--- src/rtl/evtarb_pkg.sv ---
// Package: shared sizes for the event frame arbiter.
// Assumes a source rank numbering with 0 as the highest priority.
package evtarb_pkg;
    localparam int CODE_W_DEF     = 8;
    localparam int DBUS_W_DEF     = 8;
    localparam int NUM_TRIG_DEF   = 8;
    localparam int TRIG_EARLY_DEF = 4;  // triggers ranked above the sequencers
    localparam int NUM_SEQ_DEF    = 2;
    localparam int NUM_TS_DEF     = 3;
    localparam logic [7:0] IDLE_CODE = 8'h00;

    // Total sources: triggers, sequencers, upstream, software, timestamps.
    function automatic int src_count(input int ntrig, input int nseq, input int nts);
        return ntrig + nseq + 2 + nts;
    endfunction
endpackage

--- src/rtl/evt_sw_reg.sv ---
// Module: software event register. The host loads a code, which stays pending
// until the arbiter accepts it. Assumes the host write strobe is one cycle wide.
module evt_sw_reg #(
    parameter int CODE_W = evtarb_pkg::CODE_W_DEF
) (
    input  logic              clk,
    input  logic              rst_n,
    input  logic              wr,
    input  logic [CODE_W-1:0] wdata,
    input  logic              ack,
    output logic              pend,
    output logic [CODE_W-1:0] code
);
    // Hold pending flag and code; a write takes precedence over an accept.
    always_ff @(posedge clk) begin
        if (!rst_n) begin
            pend <= 1'b0;
            code <= '0;
        end else if (wr) begin
            pend <= 1'b1;
            code <= wdata;
        end else if (ack) begin
            pend <= 1'b0;
        end
    end

    assert_pend_hold_R5: assert property (@(posedge clk) disable iff (!rst_n)
        (pend && !ack && !wr) |=> (pend && $stable(code)));
    assert_ack_clears_R5: assert property (@(posedge clk) disable iff (!rst_n)
        (ack && !wr) |=> !pend);
    assert_write_loads_R9: assert property (@(posedge clk) disable iff (!rst_n)
        wr |=> (pend && code == $past(wdata)));
endmodule

--- src/rtl/evt_src_map.sv ---
// Module: maps the named sources onto a rank-ordered request/code vector
// (rank 0 highest) and maps the rank-ordered grant back to per-source accepts.
// Assumes TRIG_EARLY <= NUM_TRIG.
module evt_src_map #(
    parameter int CODE_W     = evtarb_pkg::CODE_W_DEF,
    parameter int NUM_TRIG   = evtarb_pkg::NUM_TRIG_DEF,
    parameter int TRIG_EARLY = evtarb_pkg::TRIG_EARLY_DEF,
    parameter int NUM_SEQ    = evtarb_pkg::NUM_SEQ_DEF,
    parameter int NUM_TS     = evtarb_pkg::NUM_TS_DEF,
    localparam int NSRC      = evtarb_pkg::src_count(NUM_TRIG, NUM_SEQ, NUM_TS)
) (
    input  logic [NUM_TRIG-1:0]        trig_req,
    input  logic [NUM_TRIG*CODE_W-1:0] trig_code,
    input  logic [NUM_SEQ-1:0]         seq_req,
    input  logic [NUM_SEQ*CODE_W-1:0]  seq_code,
    input  logic                       up_req,
    input  logic [CODE_W-1:0]          up_code,
    input  logic                       sw_req,
    input  logic [CODE_W-1:0]          sw_code,
    input  logic [NUM_TS-1:0]          ts_req,
    input  logic [NUM_TS*CODE_W-1:0]   ts_code,
    input  logic [NSRC-1:0]            grant,
    output logic [NSRC-1:0]            rank_req,
    output logic [NSRC*CODE_W-1:0]     rank_code,
    output logic [NUM_TRIG-1:0]        trig_ack,
    output logic [NUM_SEQ-1:0]         seq_ack,
    output logic                       up_ack,
    output logic                       sw_ack,
    output logic [NUM_TS-1:0]          ts_ack
);
    localparam int UP_RANK = NUM_TRIG + NUM_SEQ;
    localparam int SW_RANK = UP_RANK + 1;
    localparam int TS_BASE = SW_RANK + 1;

    // Triggers: the early group precedes the sequencers, the rest follow them.
    for (genvar i = 0; i < NUM_TRIG; i++) begin : g_trig
        localparam int RK = (i < TRIG_EARLY) ? i : i + NUM_SEQ;
        assign rank_req[RK]                       = trig_req[i];
        assign rank_code[RK*CODE_W +: CODE_W]     = trig_code[i*CODE_W +: CODE_W];
        assign trig_ack[i]                        = grant[RK];
    end

    // Sequencers sit right after the early trigger group.
    for (genvar j = 0; j < NUM_SEQ; j++) begin : g_seq
        localparam int RK = TRIG_EARLY + j;
        assign rank_req[RK]                       = seq_req[j];
        assign rank_code[RK*CODE_W +: CODE_W]     = seq_code[j*CODE_W +: CODE_W];
        assign seq_ack[j]                         = grant[RK];
    end

    // Upstream and software occupy the two ranks after all triggers.
    assign rank_req[UP_RANK]                      = up_req;
    assign rank_code[UP_RANK*CODE_W +: CODE_W]    = up_code;
    assign up_ack                                 = grant[UP_RANK];
    assign rank_req[SW_RANK]                      = sw_req;
    assign rank_code[SW_RANK*CODE_W +: CODE_W]    = sw_code;
    assign sw_ack                                 = grant[SW_RANK];

    // Timestamping sources take the lowest ranks.
    for (genvar k = 0; k < NUM_TS; k++) begin : g_ts
        localparam int RK = TS_BASE + k;
        assign rank_req[RK]                       = ts_req[k];
        assign rank_code[RK*CODE_W +: CODE_W]     = ts_code[k*CODE_W +: CODE_W];
        assign ts_ack[k]                          = grant[RK];
    end
endmodule

--- src/rtl/evt_prio_pick.sv ---
// Module: fixed-priority picker. Rank 0 wins over every other rank.
// Produces a one-hot grant and the winner's code (idle code when none).
module evt_prio_pick #(
    parameter int CODE_W = evtarb_pkg::CODE_W_DEF,
    parameter int NSRC   = 15
) (
    input  logic               clk,
    input  logic               rst_n,
    input  logic [NSRC-1:0]    req,
    input  logic [NSRC*CODE_W-1:0] code,
    output logic [NSRC-1:0]    grant,
    output logic               any,
    output logic [CODE_W-1:0]  win_code
);
    logic [NSRC-1:0] higher;  // bit i: some rank above i is requesting

    // Prefix OR chain of requests from the top rank downward.
    assign higher[0] = 1'b0;
    for (genvar i = 1; i < NSRC; i++) begin : g_chain
        assign higher[i] = higher[i-1] | req[i-1];
    end
    assign grant = req & ~higher;
    assign any   = |req;

    // AND-OR mux of the granted code; idle code when no grant.
    always_comb begin
        win_code = CODE_W'(evtarb_pkg::IDLE_CODE);
        for (int i = 0; i < NSRC; i++) begin
            if (grant[i]) win_code = code[i*CODE_W +: CODE_W];
        end
    end

    assert_one_grant_R4: assert property (@(posedge clk) disable iff (!rst_n)
        $onehot0(grant));
    assert_grant_needs_req_R4: assert property (@(posedge clk) disable iff (!rst_n)
        (grant & ~req) == '0);
    assert_pending_served_R4: assert property (@(posedge clk) disable iff (!rst_n)
        (|req) |-> ($countones(grant) == 1));
endmodule

--- src/rtl/evt_frame_arbiter.sv ---
// Module: top of the event frame arbiter. Gathers all sources, picks one by
// fixed priority, returns a combinational accept, and registers the frame
// {code, bus byte}. Assumes sources hold requests until accepted.
module evt_frame_arbiter #(
    parameter int CODE_W     = evtarb_pkg::CODE_W_DEF,
    parameter int DBUS_W     = evtarb_pkg::DBUS_W_DEF,
    parameter int NUM_TRIG   = evtarb_pkg::NUM_TRIG_DEF,
    parameter int TRIG_EARLY = evtarb_pkg::TRIG_EARLY_DEF,
    parameter int NUM_SEQ    = evtarb_pkg::NUM_SEQ_DEF,
    parameter int NUM_TS     = evtarb_pkg::NUM_TS_DEF
) (
    input  logic                        clk,
    input  logic                        rst_n,
    input  logic [NUM_TRIG-1:0]         trig_req,
    input  logic [NUM_TRIG*CODE_W-1:0]  trig_code,
    input  logic [NUM_SEQ-1:0]          seq_req,
    input  logic [NUM_SEQ*CODE_W-1:0]   seq_code,
    input  logic                        up_req,
    input  logic [CODE_W-1:0]           up_code,
    input  logic                        sw_wr,
    input  logic [CODE_W-1:0]           sw_wdata,
    input  logic [NUM_TS-1:0]           ts_req,
    input  logic [NUM_TS*CODE_W-1:0]    ts_code,
    input  logic [DBUS_W-1:0]           dbus_in,
    output logic [NUM_TRIG-1:0]         trig_ack,
    output logic [NUM_SEQ-1:0]          seq_ack,
    output logic                        up_ack,
    output logic [NUM_TS-1:0]           ts_ack,
    output logic [CODE_W+DBUS_W-1:0]    frame_out
);
    localparam int NSRC    = evtarb_pkg::src_count(NUM_TRIG, NUM_SEQ, NUM_TS);
    localparam int FRAME_W = CODE_W + DBUS_W;

    logic                   sw_pend, sw_ack;
    logic [CODE_W-1:0]      sw_code;
    logic [NSRC-1:0]        rank_req, grant;
    logic [NSRC*CODE_W-1:0] rank_code;
    logic                   any_req;
    logic [CODE_W-1:0]      win_code;

    evt_sw_reg #(.CODE_W(CODE_W)) i_swreg (
        .clk(clk), .rst_n(rst_n), .wr(sw_wr), .wdata(sw_wdata),
        .ack(sw_ack), .pend(sw_pend), .code(sw_code)
    );

    evt_src_map #(
        .CODE_W(CODE_W), .NUM_TRIG(NUM_TRIG), .TRIG_EARLY(TRIG_EARLY),
        .NUM_SEQ(NUM_SEQ), .NUM_TS(NUM_TS)
    ) i_map (
        .trig_req(trig_req), .trig_code(trig_code),
        .seq_req(seq_req), .seq_code(seq_code),
        .up_req(up_req), .up_code(up_code),
        .sw_req(sw_pend), .sw_code(sw_code),
        .ts_req(ts_req), .ts_code(ts_code),
        .grant(grant), .rank_req(rank_req), .rank_code(rank_code),
        .trig_ack(trig_ack), .seq_ack(seq_ack), .up_ack(up_ack),
        .sw_ack(sw_ack), .ts_ack(ts_ack)
    );

    evt_prio_pick #(.CODE_W(CODE_W), .NSRC(NSRC)) i_pick (
        .clk(clk), .rst_n(rst_n), .req(rank_req), .code(rank_code),
        .grant(grant), .any(any_req), .win_code(win_code)
    );

    // Frame register: winner code in the upper field, bus byte in the lower.
    always_ff @(posedge clk) begin
        if (!rst_n) frame_out <= '0;
        else        frame_out <= {win_code, dbus_in};
    end

    assert_idle_code_R2: assert property (@(posedge clk) disable iff (!rst_n)
        !any_req |=> (frame_out[FRAME_W-1 -: CODE_W] == '0));
    assert_dbus_carried_R6: assert property (@(posedge clk) disable iff (!rst_n)
        1'b1 |=> (frame_out[DBUS_W-1:0] == $past(dbus_in)));
    assert_upstream_yields_R8: assert property (@(posedge clk) disable iff (!rst_n)
        up_ack |-> (trig_req == '0 && seq_req == '0));
    assert_sw_yields_R3: assert property (@(posedge clk) disable iff (!rst_n)
        sw_ack |-> (trig_req == '0 && seq_req == '0 && !up_req));
    assert_ts_order_R3: assert property (@(posedge clk) disable iff (!rst_n)
        (ts_ack != '0) |-> (!sw_pend && !up_req && trig_req == '0 && seq_req == '0));
endmodule

--- config.mk ---
export PLATFORM = sky130hd
export DESIGN_NAME = evt_frame_arbiter
export DESIGN_NICKNAME = d
export VERILOG_FILES = /design/src/rtl/evtarb_pkg.sv /design/src/rtl/evt_sw_reg.sv /design/src/rtl/evt_src_map.sv /design/src/rtl/evt_prio_pick.sv /design/src/rtl/evt_frame_arbiter.sv
export SDC_FILE = /design/constraint.sdc
export NUM_CORES = 1
export LEC_CHECK = 0
export ABC_AREA = 1
export ABC_CLOCK_PERIOD_IN_PS = 3500
export BUFFER_PORTS_ARGS = -buffer_cell sky130_fd_sc_hd__clkbuf_2
export CORE_MARGIN = 5
export CORE_UTILIZATION = 30
export DETAILED_ROUTE_END_ITERATION = 16
export MAX_ROUTING_LAYER = met4
export PLACE_DENSITY = 0.72
export SLEW_MARGIN = 5
export SYNTH_ARGS = -nofsm -noshare
export SYNTH_HDL_FRONTEND = slang
export SYNTH_SLANG_ARGS = --single-unit
--- constraint.sdc ---
create_clock -name clk -period 3.5 [get_ports clk]
set_clock_uncertainty 0.1 [all_clocks]
set_input_delay 1.05 -clock clk [delete_from_list [all_inputs] [get_ports clk]]
set_output_delay 1.05 -clock clk [all_outputs]
set_load 0.05 [all_outputs]
### Word-level counts from Yosys, hierarchy flattened

Index checks and enable logic that the tools add are counted.

| word-level totals | value |
|---|---|
| input bits | 145 |
| output and inout bits | 30 |
| register bits after elaboration | 25 |
| logic and storage cells | 36 |

| operators by class | value |
|---|---|
| bitwise gates (word level) | 15 |
| muxes and demuxes | 17 |
| reduce and logical (&&, ||, !) cells | 1 |

Operators by type and width:

| kind | number |
|---|---|
| 2-to-1 mux 8 bit | 15 |
| AND 15 bit | 1 |
| NOT 15 bit | 1 |
| OR 1 bit | 13 |
| 2-to-1 mux 1 bit | 2 |
| nonzero test 2 bit | 1 |

### Longest topological paths before layout

Gate-level depths: netlist of run 1.

| logic depth | value |
|---|---|
| word-level depth | 30 |
| gate-level depth with buffers | 13 |

### Cells and area by module

Synthesis of run 1 repeated with hierarchy kept, for this count alone.

| second synthesis, totals | value |
|---|---|
| cells, all modules | 533 |
| area, all modules | 3372.0 um^2 |

Modules (own cells, without submodules):

| module | cells each | times used | area an instance (um^2) |
|---|---|---|---|
| evt_prio_pick | 295 | 1 | 1457.6 |
| evt_src_map | 150 | 1 | 1126.1 |
| evt_frame_arbiter | 50 | 1 | 484.2 |
| evt_sw_reg | 38 | 1 | 304.0 |

### Least setup slack after synthesis of run 1

Ideal clock, no wire load.

| timing | value |
|---|---|
| path type | input -> output |
| start point | input trig_req[3] |
| end point | output ts_ack[1] |
| buffers on the path | 1 |
| required time | 2.350 ns |
| setup slack | -0.833 ns |
| arrival time | 3.183 ns |
| cell stages on the path | 8 |
| cell sequence | clkbuf_1 > inv_2 > nand4_4 > nor2_8 > nand4_2 > nor2_2 > nand3_2 > nor3b_1 |

| on the way | value |
|---|---|
| longest elaborated chain between the ends | 12 |

RTL lines:

| what | RTL line | text |
|---|---|---|
| start, declared | evt_frame_arbiter.sv:14 | `input logic [NUM_TRIG-1:0] trig_req,` |
| OR 1 bit (10 in a row) | evt_prio_pick.sv:20 | `assign higher[i] = higher[i-1] \| req[i-1];` |
| NOT 15 bit | evt_prio_pick.sv:22 | `assign grant = req & ~higher;` |
| AND 15 bit | evt_prio_pick.sv:22 |  |
| end, declared | evt_frame_arbiter.sv:28 | `output logic [NUM_TS-1:0] ts_ack,` |

Every way passes these cells.

### Worst setup path in the final report of run 1

| timing | value |
|---|---|
| start point | input trig_req[1] |
| end point | output ts_ack[2] |

| on the way | value |
|---|---|
| longest elaborated chain between the ends | 15 |

RTL lines:

| what | RTL line |
|---|---|
| OR 1 bit (13 in a row) | evt_prio_pick.sv:20 |
| NOT 15 bit | evt_prio_pick.sv:22 |
| AND 15 bit | evt_prio_pick.sv:22 |

Every way passes these cells.

==> results of run 1 <==
## per-stage QoR
stage	cells	utilization, %	hold WS, ns
5_1_grt	629	48.5	0.452
4_1_cts	629	48.4	0.433
6_report	629	48.5	0.424
2_1_floorplan	369	-	0.363
3_5_place_dp	624	47.3	0.398
3_3_place_gp	624	47.3	0.380
## power groups by stage
| stage | logic [uW] | clock network (uW) | registers [uW] |
|---|---|---|---|
| after floorplan | 110 | 0 | 357 |
| after global placement | 270 | 0 | 316 |
| after detailed placement | 275 | 0 | 317 |
| after CTS | 278 | 189 | 311 |
| after global routing | 307 | 204 | 312 |
| final | 276 | 185 | 310 |
## logic make-up (layout without fill, tap and decap cells)
logic type             count (synthesis)  in the layout
and+or+nand+nor                      252            252
AOI/OAI and AO/OA                     17             17
DFF                                   25             25
buffers and inverters                 75            255
## flip-flops by register name, summed over array words and instances (netlist names)
signal        cells
frame_out        16
i_swreg.pend      1
i_swreg.code      8
## synth_stat cells, types with 2 or more instances
library cell,number,share of area [%]
nor2_8,2,1.9
buf_2,2,0.48
o21ai_1,8,1.9
inv_1,58,11
nand3_1,73,18
o21ai_0,8,1.9
dfxtp_1,25,24
nor3_1,3,0.73
nand4_1,18,5.5
nand2_1,58,11
nor2_1,89,16
clkbuf_1,12,2.2
## routing by layer
| metal | vias up | share of wire, % | track usage (%) |
|---|---|---|---|
| met2 | 96 | 50 | 33.5 |
| met1 | 1357 | 41 | 25.0 |
| met4 | 0 | 1.9 | 3.54 |
| met5 | - | 0 | - |
| met3 | 12 | 6.5 | 4.14 |
| li1 | 1533 | - | - |
## layout make-up
class,instances,area (um^2)
clock buffers,3,41.3
clock inverters,1,8.76
fillers,716,3480
inverters,59,230
multi-input cells,269,1320
flip-flops and latches,25,500
well taps,80,100
repair buffers,192,1080
## worst max path at each step
stage / start / end / slack [ns] / cells past startpoint
6_report: trig_req[1] / ts_ack[2] / 0.02 / 11
3_3_place_gp: trig_req[0] / ts_ack[1] / -0.04 / 9
4_1_cts: trig_req[1] / ts_ack[1] / -0.06 / 9
2_1_floorplan: trig_req[0] / ts_ack[1] / -0.27 / 7
5_1_grt: trig_req[1] / ts_ack[2] / -0.07 / 11
3_5_place_dp: trig_req[0] / ts_ack[1] / -0.09 / 9
## critical path: cells and delay by family
kind          cells  cell delay (ns)
simple gates      8             0.94
buf+inv           3             0.31
## timing repair
action,4_1_cts,5_1_grt
endpoints found under the setup margin,3,6
pin swaps,6,2
buffers inserted,1,0
resized for setup,3,4
endpoints found under the hold margin,0,0
cloned,0,0
==> flow_metrics.env, run 1 <==
export IMPL_gp_congestion=0.949
export IMPL_swShare_pct=35.7
export IMPL_viasPerCell=4.77
export IMPL_yosysSeqAreaShare_pct=24.2
export IMPL_area_delta_synth_final_pct=58.7
export IMPL_synth_mux_area_share_pct=0
export IMPL_hold_viol_final=0
export IMPL_dpl_hpwl_um=7490
export IMPL_slowest_delay_ns=0.15
export IMPL_required_ns=2.35
export IMPL_track_usage_pct=19.9
export IMPL_synthCells=369
export IMPL_fin_crit_ns=3.48
export IMPL_synth_fp_nets=514
export IMPL_final_cell_mix="clkbuf_2 (166), nor2_1 (88), nand3_1 (73), nand2_1 (58), inv_1 (56)"
export IMPL_ys_seq_elements=25
export IMPL_drtAntennaViolNets=0
export IMPL_worstHoldEndpoint="i_swreg.code[0]"
export IMPL_endpoint_kind="output pin"
export IMPL_wl_um=8650
export IMPL_grt_max_degree=26
export IMPL_postCtsHoldBufs=0
export IMPL_antenna_found_initial=0
export IMPL_synthArstFlopShare_pct=0
export IMPL_crit_chain="buf_8 -> nor2_4 -> nand4_4 -> nor2_8 -> nand4_4 -> nor2_4 -> nand3_4 -> nor2_8 -> nand2_4 -> clkinvlp_4 -> buf_12"
export IMPL_netlist_area_um2=2060
export IMPL_clkLatencyLatePin_ns=0.27
export IMPL_rsz0062_at_grt="yes"
export IMPL_diodes=0
export IMPL_cts_buffer_depth=2
export IMPL_grt_pass1_vias=2833
export IMPL_port_buffers=174
export IMPL_die_h_um=93.0
export IMPL_ff2ff_path_depth=7
export IMPL_place_ws_ns=-0.0884
export IMPL_power_frac_seq_pct=40.2
export IMPL_clkTransAtPathRegs_ns=0.09
export IMPL_hold_depth=2
export IMPL_numCtsBuffers=3
export IMPL_worstHoldPathType="register to register"
export IMPL_drv_cap=0
export IMPL_setup_tns_ns=0
export IMPL_maxSlewViolCount=0
export IMPL_synth_simple_area_share_pct=57.2
export IMPL_rows=30
export IMPL_internal_power_uw=496
export IMPL_vias=2998
export IMPL_critPathKind="input pin to output pin"
export IMPL_cts_root_buf="clkbuf_8"
export IMPL_min_from="i_swreg.code[0]"
export IMPL_grt_pass1_wl_um=13500
export IMPL_synthXorXnorAreaFrac_pct=0
export IMPL_synth_compound_area_share_pct=4.24
export IMPL_cp_max_fo=3
export IMPL_reg2reg_to="frame_out[12]"
export IMPL_post_route_cell_area_um2=3280
export IMPL_die_w_um=93.0
export IMPL_synth_top_family_by_area="simple AND/OR/NAND/NOR gates"
export IMPL_critPathLaunchType="input pin"
export IMPL_min_period_over_period_pct=99.4
export IMPL_tritoncts="built"
export IMPL_synth_main_ff_cell="dfxtp_1"
export IMPL_start_util_pct=30.6
export IMPL_drc=0
export IMPL_synth_edff_count=0
export IMPL_drive_above_1_share_pct=38.6
export IMPL_final_common_cell="clkbuf_2"
export IMPL_syn_area_per_cell_um2=5.59
export IMPL_ys_types=25
export IMPL_r2r_start="i_swreg.pend"
export IMPL_p_total_uw=772
export IMPL_p_per_area_nw_per_um2=236
export IMPL_clkPwrFrac_pct=24.0
export IMPL_setup_viol=0
export IMPL_arrival_ns=2.33
export IMPL_die_area_um2=8640
export IMPL_switchingPower_uw=276
export IMPL_yosysWarnings=0
export IMPL_irDropWorstVdd_mv=0.216
export IMPL_leakage_uw=0.00199
export IMPL_worst_slack_ns=0.0208
export IMPL_cts_htree_levels=1
export IMPL_drt_pre_antenna_iters=5
export IMPL_placed_area_um2=3200
export IMPL_io_pins=175
export IMPL_status="completed"
export IMPL_r2r_slack_ns=1.91
export IMPL_cts_sinks=25
export IMPL_critPathSlowestCell="nor2_8"
export IMPL_comb_power_share_pct=35.8
export IMPL_core_area_um2=6760
export IMPL_drt_initial_drc_count=180
export IMPL_nets=695
export IMPL_synthAdderAreaFrac_pct=0
export IMPL_worst_pin_slew_ns=0.552
export IMPL_grt_overflow_total=0
export IMPL_slew_headroom_pct=63.1
export IMPL_max_freq_mhz=287
export IMPL_wire_per_inst_um=13.8
Power figures use the tool's default switching activity.
==> run 2: changes to the inputs <==
- SETUP_SLACK_MARGIN: not set -> 0.4
==> flow_metrics.env, run 2 (synthesized netlist as in run 1, its figures left out) <==
export IMPL_clkLatencyLatePin_ns=0.27
export IMPL_grt_overflow_total=0
export IMPL_holdWs_ns=0.418
export IMPL_setup_viol=4
export IMPL_worst_pin_slew_ns=0.609
export IMPL_drt_initial_drc_count=98
export IMPL_cts_root_buf="clkbuf_8"
export IMPL_critPathLaunchType="input pin"
export IMPL_max_freq_mhz=279
export IMPL_start_util_pct=30.6
export IMPL_numCtsBuffers=3
export IMPL_irDropWorstVdd_mv=0.290
export IMPL_diodes=0
export IMPL_finalNonFillerCells=648
export IMPL_final_cell_mix="clkbuf_2 (162), nor2_1 (80), nand3_1 (72), nand2_1 (56), inv_1 (53)"
export IMPL_status="complete, but fails checks"
export IMPL_drt_pre_antenna_iters=5
export IMPL_maxSlewViolCount=0
export IMPL_switchingPower_uw=285
export IMPL_arrival_ns=2.43
export IMPL_postCtsHoldBufs=0
export IMPL_track_usage_pct=20.1
export IMPL_drc=0
export IMPL_clkTransAtPathRegs_ns=0.09
export IMPL_dpl_hpwl_um=7490
export IMPL_tritoncts="built"
export IMPL_grt_pass1_wl_um=13800
export IMPL_vias=3047
export IMPL_slew_headroom_pct=59.3
export IMPL_min_period_over_period_pct=102
export IMPL_postLayoutCoreUtil_pct=53.8
export IMPL_dp_cells=628
export IMPL_core_area_um2=6760
export IMPL_power_frac_seq_pct=39.0
export IMPL_die_area_um2=8640
export IMPL_fin_crit_ns=3.58
export IMPL_critPathKind="input pin to output pin"
export IMPL_cts_htree_levels=1
export IMPL_top_register="frame_out"
export IMPL_cts_sinks=25
export IMPL_p_per_area_nw_per_um2=219
export IMPL_cts_buffer_depth=2
export IMPL_violations="setup timing"
export IMPL_port_buffers=174
export IMPL_worstHoldPathType="register to register"
export IMPL_die_w_um=93.0
export IMPL_worst_slack_ns=-0.0810
export IMPL_drtAntennaViolNets=0
export IMPL_leakage_uw=0.00210
export IMPL_cp_max_fo=2
export IMPL_grt_pass1_vias=2905
export IMPL_endpoint_kind="output pin"
export IMPL_swShare_pct=35.9
export IMPL_clkPwrFrac_pct=23.4
export IMPL_rsz0062_at_grt="yes"
export IMPL_viasPerCell=4.70
export IMPL_rows=30
export IMPL_required_ns=2.35
export IMPL_drv_cap=0
export IMPL_internal_power_uw=509
export IMPL_hold_viol_final=0
export IMPL_top_regs="frame_out (16), i_swreg.code (8), i_swreg.pend (1)"
export IMPL_largest_reg_flops=16
export IMPL_gp_congestion=0.946
export IMPL_io_pins=175
export IMPL_drive_above_1_share_pct=43.5
export IMPL_comb_power_share_pct=37.6
export IMPL_wire_per_inst_um=13.9
export IMPL_die_h_um=93.0
export IMPL_wl_um=9020
export IMPL_grt_max_degree=26
export IMPL_area_delta_synth_final_pct=75.9
export IMPL_final_common_cell="clkbuf_2"
export IMPL_setup_tns_ns=-0.145
export IMPL_antenna_found_initial=0
export IMPL_nets=714
-- run 2: power by group through the flow --
stage               logic (uW)  registers [uW]  clock network [uW]
global placement           276             316                   0
detailed placement         278             317                   0
CTS                        292             310                 191
finish                     298             310                 186
floorplan                  112             357                   0
global route               329             311                 209
-- run 2: per-layer routing --
| layer | global-route usage, % | vias to the layer above | wire [um] | share of wire (%) |
|---|---|---|---|---|
| li1 | - | 1572 | - | - |
| met1 | 25.3 | 1338 | 3660 | 41 |
| met2 | 32.8 | 117 | 4360 | 48 |
| met3 | 5.12 | 20 | 751 | 8.3 |
| met4 | 4.15 | 0 | 242 | 2.7 |
| met5 | - | - | 0 | 0 |
-- run 2: through the flow --
step	setup slack, ns	total power, uW	instance area, um^2
after floorplan	-0.204	470	2180
after global placement	-0.0692	592	3300
after detailed placement	-0.0999	595	3300
after CTS	-0.0218	793	3530
after global routing	-0.119	849	3630
final	-0.0810	795	3630
-- run 2: path summary, 6_finish.rpt --
check	startpoint	end	slack, ns	cells past startpoint
setup reg to reg	i_swreg.pend	frame_out[14]	1.77	8
hold / removal	i_swreg.code[2]	i_swreg.code[2]	0.42	2
setup / recovery	trig_req[1]	seq_ack[0]	-0.08	12
hold reg to reg	i_swreg.code[2]	i_swreg.code[2]	0.42	2
-- run 2: worst max-delay path, stage by stage --
cell and delay [ns]:
buf_8 0.10, nor2_4 0.16, buf_4 0.14, buf_6 0.08
buf_6 0.08, buf_6 0.08, buf_6 0.08, buf_6 0.08
buf_8 0.08, nand4_1 0.21, inv_4 0.12, clkbuf_16 0.16
-- run 2: what timing repair did --
| action | 4_1_cts | 5_1_grt |
|---|---|---|
| buffers inserted | 9 | 7 |
| setup endpoints to repair | 10 | 15 |
| resized for setup | 26 | 16 |
| pin swaps | 8 | 4 |
-- run 2: area by class of cell --
| cell class | count | area, um^2 |
|---|---|---|
| Fill cell | 680 | 3120 |
| Multi-Input combinational cell | 269 | 1400 |
| Clock buffer | 3 | 41.3 |
| Timing Repair Buffer | 211 | 1350 |
| Sequential cell | 25 | 500 |
| Tap cell | 80 | 100 |
| Clock inverter | 1 | 8.76 |
| Inverter | 59 | 238 |
